**config.mk**
```make
export PLATFORM = sky130hd
export DESIGN_NAME = cap_unit_dual
export DESIGN_NICKNAME = d
export VERILOG_FILES = /design/src/rtl/cap_unit_pkg.sv /design/src/rtl/cap_trig_qual.sv /design/src/rtl/cap_counter.sv /design/src/rtl/cap_slot.sv /design/src/rtl/cap_unit_dual.sv
export SDC_FILE = /design/constraint.sdc
export NUM_CORES = 1
export LEC_CHECK = 0
export ABC_AREA = 1
export BUFFER_PORTS_ARGS = -buffer_cell sky130_fd_sc_hd__buf_2
export CAP_MARGIN = 20
export CORE_ASPECT_RATIO = 1.5
export CORE_MARGIN = 2
export CORE_UTILIZATION = 45
export CTS_CLUSTER_DIAMETER = 100
export DETAILED_ROUTE_END_ITERATION = 12
export MAX_ROUTING_LAYER = met4
export PLACE_DENSITY = 0.72
export SLEW_MARGIN = 20
export SYNTH_ARGS = -nofsm -noshare
export SYNTH_HDL_FRONTEND = slang
export SYNTH_HIERARCHICAL = 1
export SYNTH_SLANG_ARGS = --single-unit
```
**constraint.sdc**
```tcl
create_clock -name clk -period 1.6 [get_ports clk]
set_input_delay 0.16 -clock clk [delete_from_list [all_inputs] [get_ports clk]]
set_output_delay 0.16 -clock clk [all_outputs]
set_load 0.03 [all_outputs]
```
**src/rtl/cap_unit_pkg.sv**
```systemverilog
package cap_unit_pkg;

  localparam int unsigned NUM_TRIG = 2;

  typedef enum logic [1:0] {
    EDGE_OFF  = 2'b00,
    EDGE_RISE = 2'b01,
    EDGE_FALL = 2'b10,
    EDGE_BOTH = 2'b11
  } edge_mode_e;

endpackage

```
**src/rtl/cap_trig_qual.sv**
```systemverilog
module cap_trig_qual
  import cap_unit_pkg::*;
#(
  parameter int unsigned STAGES = 2
) (
  input  logic       clk,
  input  logic       rst_n,
  input  logic       sclr,
  input  logic       trig_async,
  input  edge_mode_e mode,
  output logic       hit
);

  localparam int unsigned MSB = STAGES - 1;

  logic [STAGES-1:0] sync_q, sync_d;
  logic              prev_q, prev_d;
  logic              rise, fall;

  // next-state
  always_comb begin
    if (sclr) begin
      sync_d = '0;
      prev_d = 1'b0;
    end else begin
      sync_d = {sync_q[STAGES-2:0], trig_async};
      prev_d = sync_q[MSB];
    end
  end

  always_ff @(posedge clk or negedge rst_n) begin
    if (!rst_n) begin
      sync_q <= '0;
      prev_q <= 1'b0;
    end else begin
      sync_q <= sync_d;
      prev_q <= prev_d;
    end
  end

  assign rise = sync_q[MSB] & ~prev_q;
  assign fall = ~sync_q[MSB] & prev_q;

  always_comb begin
    case (mode)
      EDGE_RISE: hit = rise;
      EDGE_FALL: hit = fall;
      EDGE_BOTH: hit = rise | fall;
      default:   hit = 1'b0;
    endcase
  end


  off_mode_silent_chk: assert property (@(posedge clk) disable iff (!rst_n)
    (mode == EDGE_OFF) |-> !hit);


  rise_level_chk: assert property (@(posedge clk) disable iff (!rst_n)
    (hit && mode == EDGE_RISE) |-> (sync_q[MSB] && !prev_q));

endmodule

```
**src/rtl/cap_counter.sv**
```systemverilog
module cap_counter #(
  parameter int unsigned W = 16
) (
  input  logic         clk,
  input  logic         rst_n,
  input  logic         sclr,
  output logic [W-1:0] count
);

  logic [W-1:0] cnt_q, cnt_d;

  always_comb begin
    if (sclr) cnt_d = '0;
    else      cnt_d = cnt_q + W'(1);
  end

  always_ff @(posedge clk or negedge rst_n) begin
    if (!rst_n) cnt_q <= '0;
    else        cnt_q <= cnt_d;
  end

  assign count = cnt_q;


  cnt_step_chk: assert property (@(posedge clk) disable iff (!rst_n)
    !sclr |=> (cnt_q == $past(cnt_q) + W'(1)));


  cnt_clear_chk: assert property (@(posedge clk) disable iff (!rst_n)
    sclr |=> (cnt_q == '0));

endmodule

```
**src/rtl/cap_slot.sv**
```systemverilog
module cap_slot #(
  parameter int unsigned W = 16
) (
  input  logic         clk,
  input  logic         rst_n,
  input  logic         sclr,
  input  logic         cap_en,
  input  logic         trig_hit,
  input  logic [W-1:0] count,
  output logic [W-1:0] value,
  output logic         evt
);

  logic [W-1:0] val_q, val_d;
  logic         evt_q, evt_d;
  logic         load;

  assign load = cap_en & trig_hit;

  always_comb begin
    val_d = val_q;
    evt_d = 1'b0;
    if (sclr) begin
      val_d = '0;
    end else if (load) begin
      val_d = count;
      evt_d = 1'b1;
    end
  end

  always_ff @(posedge clk or negedge rst_n) begin
    if (!rst_n) begin
      val_q <= '0;
      evt_q <= 1'b0;
    end else begin
      val_q <= val_d;
      evt_q <= evt_d;
    end
  end

  assign value = val_q;
  assign evt   = evt_q;


  hold_mode_chk: assert property (@(posedge clk) disable iff (!rst_n)
    (!sclr && !cap_en) |=> (!evt_q && val_q == $past(val_q)));


  evt_value_chk: assert property (@(posedge clk) disable iff (!rst_n)
    evt_q |-> (val_q == $past(count)));


  no_evt_stable_chk: assert property (@(posedge clk) disable iff (!rst_n)
    (!sclr && !trig_hit) |=> (!evt_q && $stable(val_q)));

endmodule

```
**src/rtl/cap_unit_dual.sv**
```systemverilog
module cap_unit_dual
  import cap_unit_pkg::*;
#(
  parameter int unsigned CNT_W       = 16,
  parameter int unsigned SYNC_STAGES = 2
) (
  input  logic             clk,
  input  logic             rst_n,
  input  logic             sclr,
  input  logic             trig0_i,
  input  logic             trig1_i,
  input  logic [1:0]       trig0_mode,
  input  logic [1:0]       trig1_mode,
  input  logic             slot0_cap_en,
  input  logic             slot1_cap_en,
  input  logic             slot1_src_sel,
  output logic [CNT_W-1:0] count_o,
  output logic [CNT_W-1:0] slot0_val_o,
  output logic [CNT_W-1:0] slot1_val_o,
  output logic             slot0_evt_o,
  output logic             slot1_evt_o
);

  logic [NUM_TRIG-1:0] trig_raw;
  logic [NUM_TRIG-1:0] trig_hit;
  logic [1:0]          mode_raw [NUM_TRIG];
  logic [CNT_W-1:0]    cnt;
  logic                slot1_hit;

  assign trig_raw    = {trig1_i, trig0_i};
  assign mode_raw[0] = trig0_mode;
  assign mode_raw[1] = trig1_mode;

  cap_counter #(.W(CNT_W)) u_cnt (
    .clk   (clk),
    .rst_n (rst_n),
    .sclr  (sclr),
    .count (cnt)
  );

  for (genvar g = 0; g < NUM_TRIG; g++) begin : g_qual
    cap_trig_qual #(.STAGES(SYNC_STAGES)) u_qual (
      .clk        (clk),
      .rst_n      (rst_n),
      .sclr       (sclr),
      .trig_async (trig_raw[g]),
      .mode       (edge_mode_e'(mode_raw[g])),
      .hit        (trig_hit[g])
    );
  end

  assign slot1_hit = slot1_src_sel ? trig_hit[1] : trig_hit[0];

  cap_slot #(.W(CNT_W)) u_slot0 (
    .clk      (clk),
    .rst_n    (rst_n),
    .sclr     (sclr),
    .cap_en   (slot0_cap_en),
    .trig_hit (trig_hit[0]),
    .count    (cnt),
    .value    (slot0_val_o),
    .evt      (slot0_evt_o)
  );

  cap_slot #(.W(CNT_W)) u_slot1 (
    .clk      (clk),
    .rst_n    (rst_n),
    .sclr     (sclr),
    .cap_en   (slot1_cap_en),
    .trig_hit (slot1_hit),
    .count    (cnt),
    .value    (slot1_val_o),
    .evt      (slot1_evt_o)
  );

  assign count_o = cnt;


  shared_edge_chk: assert property (@(posedge clk) disable iff (!rst_n)
    (!sclr && !slot1_src_sel && slot0_cap_en && slot1_cap_en && trig_hit[0])
    |=> (slot0_evt_o && slot1_evt_o && slot0_val_o == slot1_val_o));


  src_isolation_chk: assert property (@(posedge clk) disable iff (!rst_n)
    (!sclr && slot1_src_sel && !trig_hit[1]) |=> !slot1_evt_o);


  src_zero_isolation_chk: assert property (@(posedge clk) disable iff (!rst_n)
    (!sclr && !slot1_src_sel && !trig_hit[0]) |=> !slot1_evt_o);

endmodule

```
# --- Yosys cells after proc, flatten, opt, wreduce, memory -nomap -nowiden ---
# Index checks and enable logic that the tools add are counted.
# Widths: inputs -> output; s select.
op_classes:
  add_sub_neg: 1
  n_eq_ne: 6
  muxes: 16
  bitwise_logic: 12
  reduce_logical: 2
op_table:
  columns: ["op", "count"]
  rows:
  - ["$mux 16", 5]
  - ["$add 16x1->16 const B", 1]
  - ["$eq 2x2->1 const B", 4]
  - ["$mux 1", 7]
  - ["$and 1x1->1", 6]
  - ["$pmux 1 s3", 2]
  - ["$eq 2x1->1 const B", 2]
  - ["$mux 2", 2]
  - ["$not 1->1", 4]
  - ["$reduce_bool 2->1", 2]
  - ["$or 1x1->1", 2]
word_totals:
  reg_bits: 56
  in_bits: 12
  output_inout_bits: 50
  word_cells: 46

# --- Depth between registers and ports, before layout ---
logic_depth:
  word_depth: 8
  ltp_mapped: 12
  depth_no_buf: 11

# --- By module ---
# Netlist, hierarchy kept.
by_module_without_submodules:
  columns: ["module", "n_inst", "cells_per_inst", "area_each_um2", "seq_area_each_um2"]
  rows:
  - ["cap_slot", 2, 106, 903.4, 425.4]
  - ["cap_counter", 1, 116, 867.1, 400.4]
  - ["cap_trig_qual", 2, 19, 157.7, 75.1]
  - ["cap_unit_dual", 1, 4, 15.0, 0.0]

# --- Least setup slack after synthesis ---
# Ideal clock, no wire load.
synth_timing:
  path_type: "register -> register"
  startpoint: "register g_qual[0].u_qual.sync_q[1]"
  endpoint: "register u_slot1.val_q[10] (netlist: u_slot1/value[10])"
  setup_ps: 116
  arrival_time_ps: 1443
  t_required_ps: 1484
  slack_ps: 41
  stages_incl_launch_ff: 12
  n_path_buf: 1
  period_less_slack_ps: 1559
  path_cell_list: "dfrtp_1 -> inv_1 -> ha_1 -> inv_1 -> nand3_1 -> nand3_1 -> nand2_1 -> nand2_1 -> nand2_4 -> clkbuf_4 -> nand3_1 -> nand2_2"
synth_via:
  elab_chain_cells: 7
  elab_cells_between_ends: 8
  cone_classes: "2 x mux; 5 x bitwise; 1 x reduce/logical"
synth_rtl:
  columns: ["element", "line_no", "rtl"]
  rows:
  - ["from (decl)", "cap_trig_qual.sv:16", "logic [STAGES-1:0] sync_q, sync_d;"]
  - ["from (signal assigned)", "cap_trig_qual.sv:36", "sync_q <= sync_d;"]
  - ["$not 1->1", "cap_trig_qual.sv:42", "assign fall = ~sync_q[MSB] & prev_q;"]
  - ["$and 1x1->1", "cap_trig_qual.sv:42", null]
  - ["$or 1x1->1", "cap_trig_qual.sv:48", "EDGE_BOTH: hit = rise | fall;"]
  - ["$pmux 1 s3 *", "cap_trig_qual.sv:45", "case (mode)"]
  - ["named net trig_hit[0]", "cap_unit_dual.sv:25", "logic [NUM_TRIG-1:0] trig_hit;"]
  - ["$mux 1 *", "cap_unit_dual.sv:52", "assign slot1_hit = slot1_src_sel ? trig_hit[1] : trig_hit[0];"]
  - ["named net slot1_hit", "cap_unit_dual.sv:28", "logic slot1_hit;"]
  - ["$and 1x1->1 *", "cap_slot.sv:18", "assign load = cap_en & trig_hit;"]
  - ["$reduce_bool 2->1 (no source line) *", null, null]
  - ["to (signal assigned)", "cap_slot.sv:36", "val_q <= val_d;"]
  - ["to (decl)", "cap_slot.sv:14", "logic [W-1:0] val_q, val_d;"]
# The timed path passes the listed nets; every way through them passes the cells marked *.
# A chain may end at the register's enable or synchronous reset.

# --- Worst setup path in the final report ---
layout_timing:
  startpoint: "register g_qual[0].u_qual.sync_q[1]"
  endpoint: "register u_slot1.val_q[12] (netlist: u_slot1/value[12])"
# The elaborated chain is that of the path after synthesis.

==> results by group <==
Status
  – Status: finished clean

Timing
  – Worst Clk Skew: 0.00921 ns
  – Fin. max-slew vios: 0
  – Endpoints failing setup: 0
  – Fin crit period: 1.55 ns
  – Fmax: 644 MHz
  – Final hold vios: 0
  – Tcrit/Tclk final: 0.971
  – Slew HR: 0.676
  – Worst slew pin tran: 0.485 ns
  – RSZ-0062 raised after global routing: yes

Clock tree
  – Clock Tree Buf Depth: 2
  – Clk sinks: 56
  – H-Tree Depth: 2
  – CTS root buf: clkbuf_8
  – TritonCTS Buffers: 5
  – Clock-pin slew on the worst setup and hold paths: 0.10 ns
  – Clk Latency, worst-skew pair: 0.31 ns
  – CTS tree: built

Placed design
  – Gpl congestion: 0.891
  – Port bufs: 61
  – Post-DP HPWL: 4750 µm
  – Cell area after placement: 3410 µm²
  – Placed insts: 509

Finish
  – Share of cells above drive strength 1: 0.358
  – Design Area, Final: 3690 µm²
  – # fillers: 605
  – Synth-to-Final Area Change: 22.9%
  – Antenna fix cells: 0
  – Final Net Count: 463
  – Commonest non-fill, non-tap cell in the layout: nor2_1
  – Core Util, Final: 0.569
  – Commonest cells after routing, fill and taps aside: 64 x nor2_1, 61 x buf_2, 58 x inv_1
  – Finished Layout Cells: 523

Detailed routing
  – DRC: 0
  – Post-Route WL: 6770 µm
  – Iter 0 DRT Violations: 131
  – Vias/cell: 4.82
  – ANT nets after route: 0
  – First-pass DRT Iterations: 4
  – Vias: 2,521
  – Wire per inst: 13.0 µm

Setup path
  – Crit path max-delay family: simple AND/OR/NAND/NOR gates
  – Crit path to: u_slot1/value[12]
  – Crit. Startpoint: g_qual[0].u_qual/sync_q[1]
  – RR Endpoint: u_slot1/value[12]
  – Buffers & Inverters on Critical Path: 3
  – Reg2reg setup slack: 0.05 ns
  – Reg-to-Reg Start: g_qual[0].u_qual/sync_q[1]
  – CP Class: flip-flop to flip-flop
  – R2R cell count: 11
  – Critical path depth: 11
  – Worst endpoint required time: 1.82 ns
  – Worst endpoint data arrival time: 1.77 ns
  – Crit path launch type: flip-flop
  – Crit end category: flip-flop
  – Critical path cell sequence: inv_2 > ha_4 > inv_2 > nand3_2 > nand3_2 > nand2_1 > nand2_2 > nand2_8 > clkbuf_16 > nand3_1 > nand2_1
  – CP max stage delay: 0.41 ns
  – Crit-path slowest cell: dfrtp_1
  – Crit Path Max Fanout: 6

GRT
  – Global-route wire length before repair: 11,200 µm
  – Largest net degree at the start of global routing: 57
  – Via count of the first global-routing pass: 2,463
  – Antenna violations before repair: 0
  – Met2 GRT Util: 0.327
  – Most Crowded Layer GR: met2
  – GR met1 Demand/Resource: 0.224
  – GRT met3 Usage: 0.0378
  – GRT Residual Overflow: 0
  – Gr usage total: 0.195

Run
  – Max cap viols: 0

Min path
  – Hold Crit Class: input pin to flip-flop
  – Hold Crit Start: trig1_i

Synthesis
  – Synth Register Bits: 56
  – Post-synth top area share: 0.466
  – Avg Inst Size Synth: 8.12 µm²
  – Seq/Total Area, Yosys: 0.466
  – Post-synthesis xor/xnor area fraction: 0.00875
  – Post-Synth Simple-Gate Area: 0.354
  – Synth Area in Compound Gates: 0.0221
  – Cell area after synthesis: 3000 µm²
  – Synth cell types: 23
  – Synth Area in Adders: 0.0208
  – Mux share of post-synthesis cell area: 0
  – Largest family of logic cells by synthesized area: simple AND/OR/NAND/NOR gates
  – Synth area leader: dfrtp_1
  – Mapped Cells: 370
  – Top post-synthesis cells by area: dfrtp_1 47%, nand2_2 9.4%, nor2_1 8.0%
  – Post-synthesis net count: 387
  – Yosys Warn Count: 6

Power and ir drop
  – P per Cell Area: 725 nW/µm²
  – Pleak: 1.99 nW
  – Peak VDD IR: 0.402 mV

Die
  – I/O pins: 62
  – DIE AREA: 7360 µm²
  – Width of the die: 70.7 µm
  – Initial Util: 0.463
  – Number of cell rows: 36
  – Core ar.: 6490 µm²
  – Die H: 104 µm
==> report_power, final <==
group          internal [mW]  switching, mW  total (mW)  leakage (nW)
logic                 0.0975          0.206       0.304          1.16
clock network          0.465          0.453       0.918        0.0552
registers               1.44         0.0189        1.46         0.774
==> worst min path at each step <==
stage	endpoint	slack, ns	cells past startpoint
final	g_qual[1].u_qual/sync_q[0]	0.04	3
after global placement	g_qual[0].u_qual/sync_q[0]	0.18	2
after detailed placement	g_qual[1].u_qual/sync_q[1]	0.18	2
after floorplan	g_qual[0].u_qual/prev_q	-0.14	0
after CTS	g_qual[1].u_qual/sync_q[0]	0.03	3
after global routing	g_qual[0].u_qual/sync_q[0]	0.04	3
==> stage by stage <==
step | hold slack (ns) | TNS, ns | setup slack, ns | power (mW)
global placement | 0.177 | 0 | 0.0423 | 1.75
finish | 0.0413 | 0 | 0.0469 | 2.68
floorplan | -0.136 | 0 | 0.0408 | 1.66
CTS | 0.0297 | 0 | 0.0117 | 2.67
global route | 0.0375 | -0.257 | -0.0361 | 2.82
detailed placement | 0.181 | -0.00670 | -0.00670 | 1.76
==> cell usage after synthesis, drive strengths merged <==
library cell  instances
nand4                 1
clkbuf                2
ha                    5
xnor2                 1
o21bai                3
nand2               105
nor2                 69
inv                  66
xor2                  2
buf                   8
o21ai                 5
nand3                44
dfrtp                56
a21oi                 3
==> state kept, by name (all words and copies together) (netlist names) <==
register              count
u_cnt/count              16
u_slot0/value            16
u_slot1/value            16
g_qual.u_qual/sync_q      4
g_qual.u_qual/prev_q      2
u_slot0/evt               1
u_slot1/evt               1
==> worst reg2reg max path, cell delays in order, from the launching register on <==
cell       delay [ns]
dfrtp_1          0.41
inv_2            0.09
ha_4             0.20
inv_2            0.04
nand3_2          0.06
nand3_2          0.07
nand2_1          0.06
nand2_2          0.13
nand2_8          0.10
clkbuf_16        0.18
nand3_1          0.06
nand2_1          0.05
==> metal layers <==
layer,vias to the layer above,share of wire
met5,-,0
met4,0,0.029
met3,15,0.037
met2,53,0.53
met1,1191,0.41
li1,1262,-
==> repair_timing <==
action	CTS	global route
gates cloned	0	2
pin swaps	0	10
setup endpoints to repair	12	32
endpoints found under the hold margin	56	0
buffers inserted	0	3
gates resized for setup	1	20
hold buffers	1	0
==> kinds of logic after synthesis <==
kind of cell | after synthesis
buffers and inverters | 76
AO/OA/AOI/OAI | 11
AND/OR/NAND/NOR | 219
flip-flops | 56
XOR/XNOR | 3
adder cells (fa/ha/maj) | 5
==> area by class of cell <==
cell class	count	area (µm²)	share of cell area
clock buffers	6	72.6	0.0197
clock inverters	2	35.0	0.00949
inverters	66	263	0.0712
multi-input cells	239	1330	0.361
flip-flops and latches	56	1400	0.380
well taps	76	95.1	0.0258
repair buffers	78	494	0.134
Note: power is estimated with default switching activity, not from simulation.
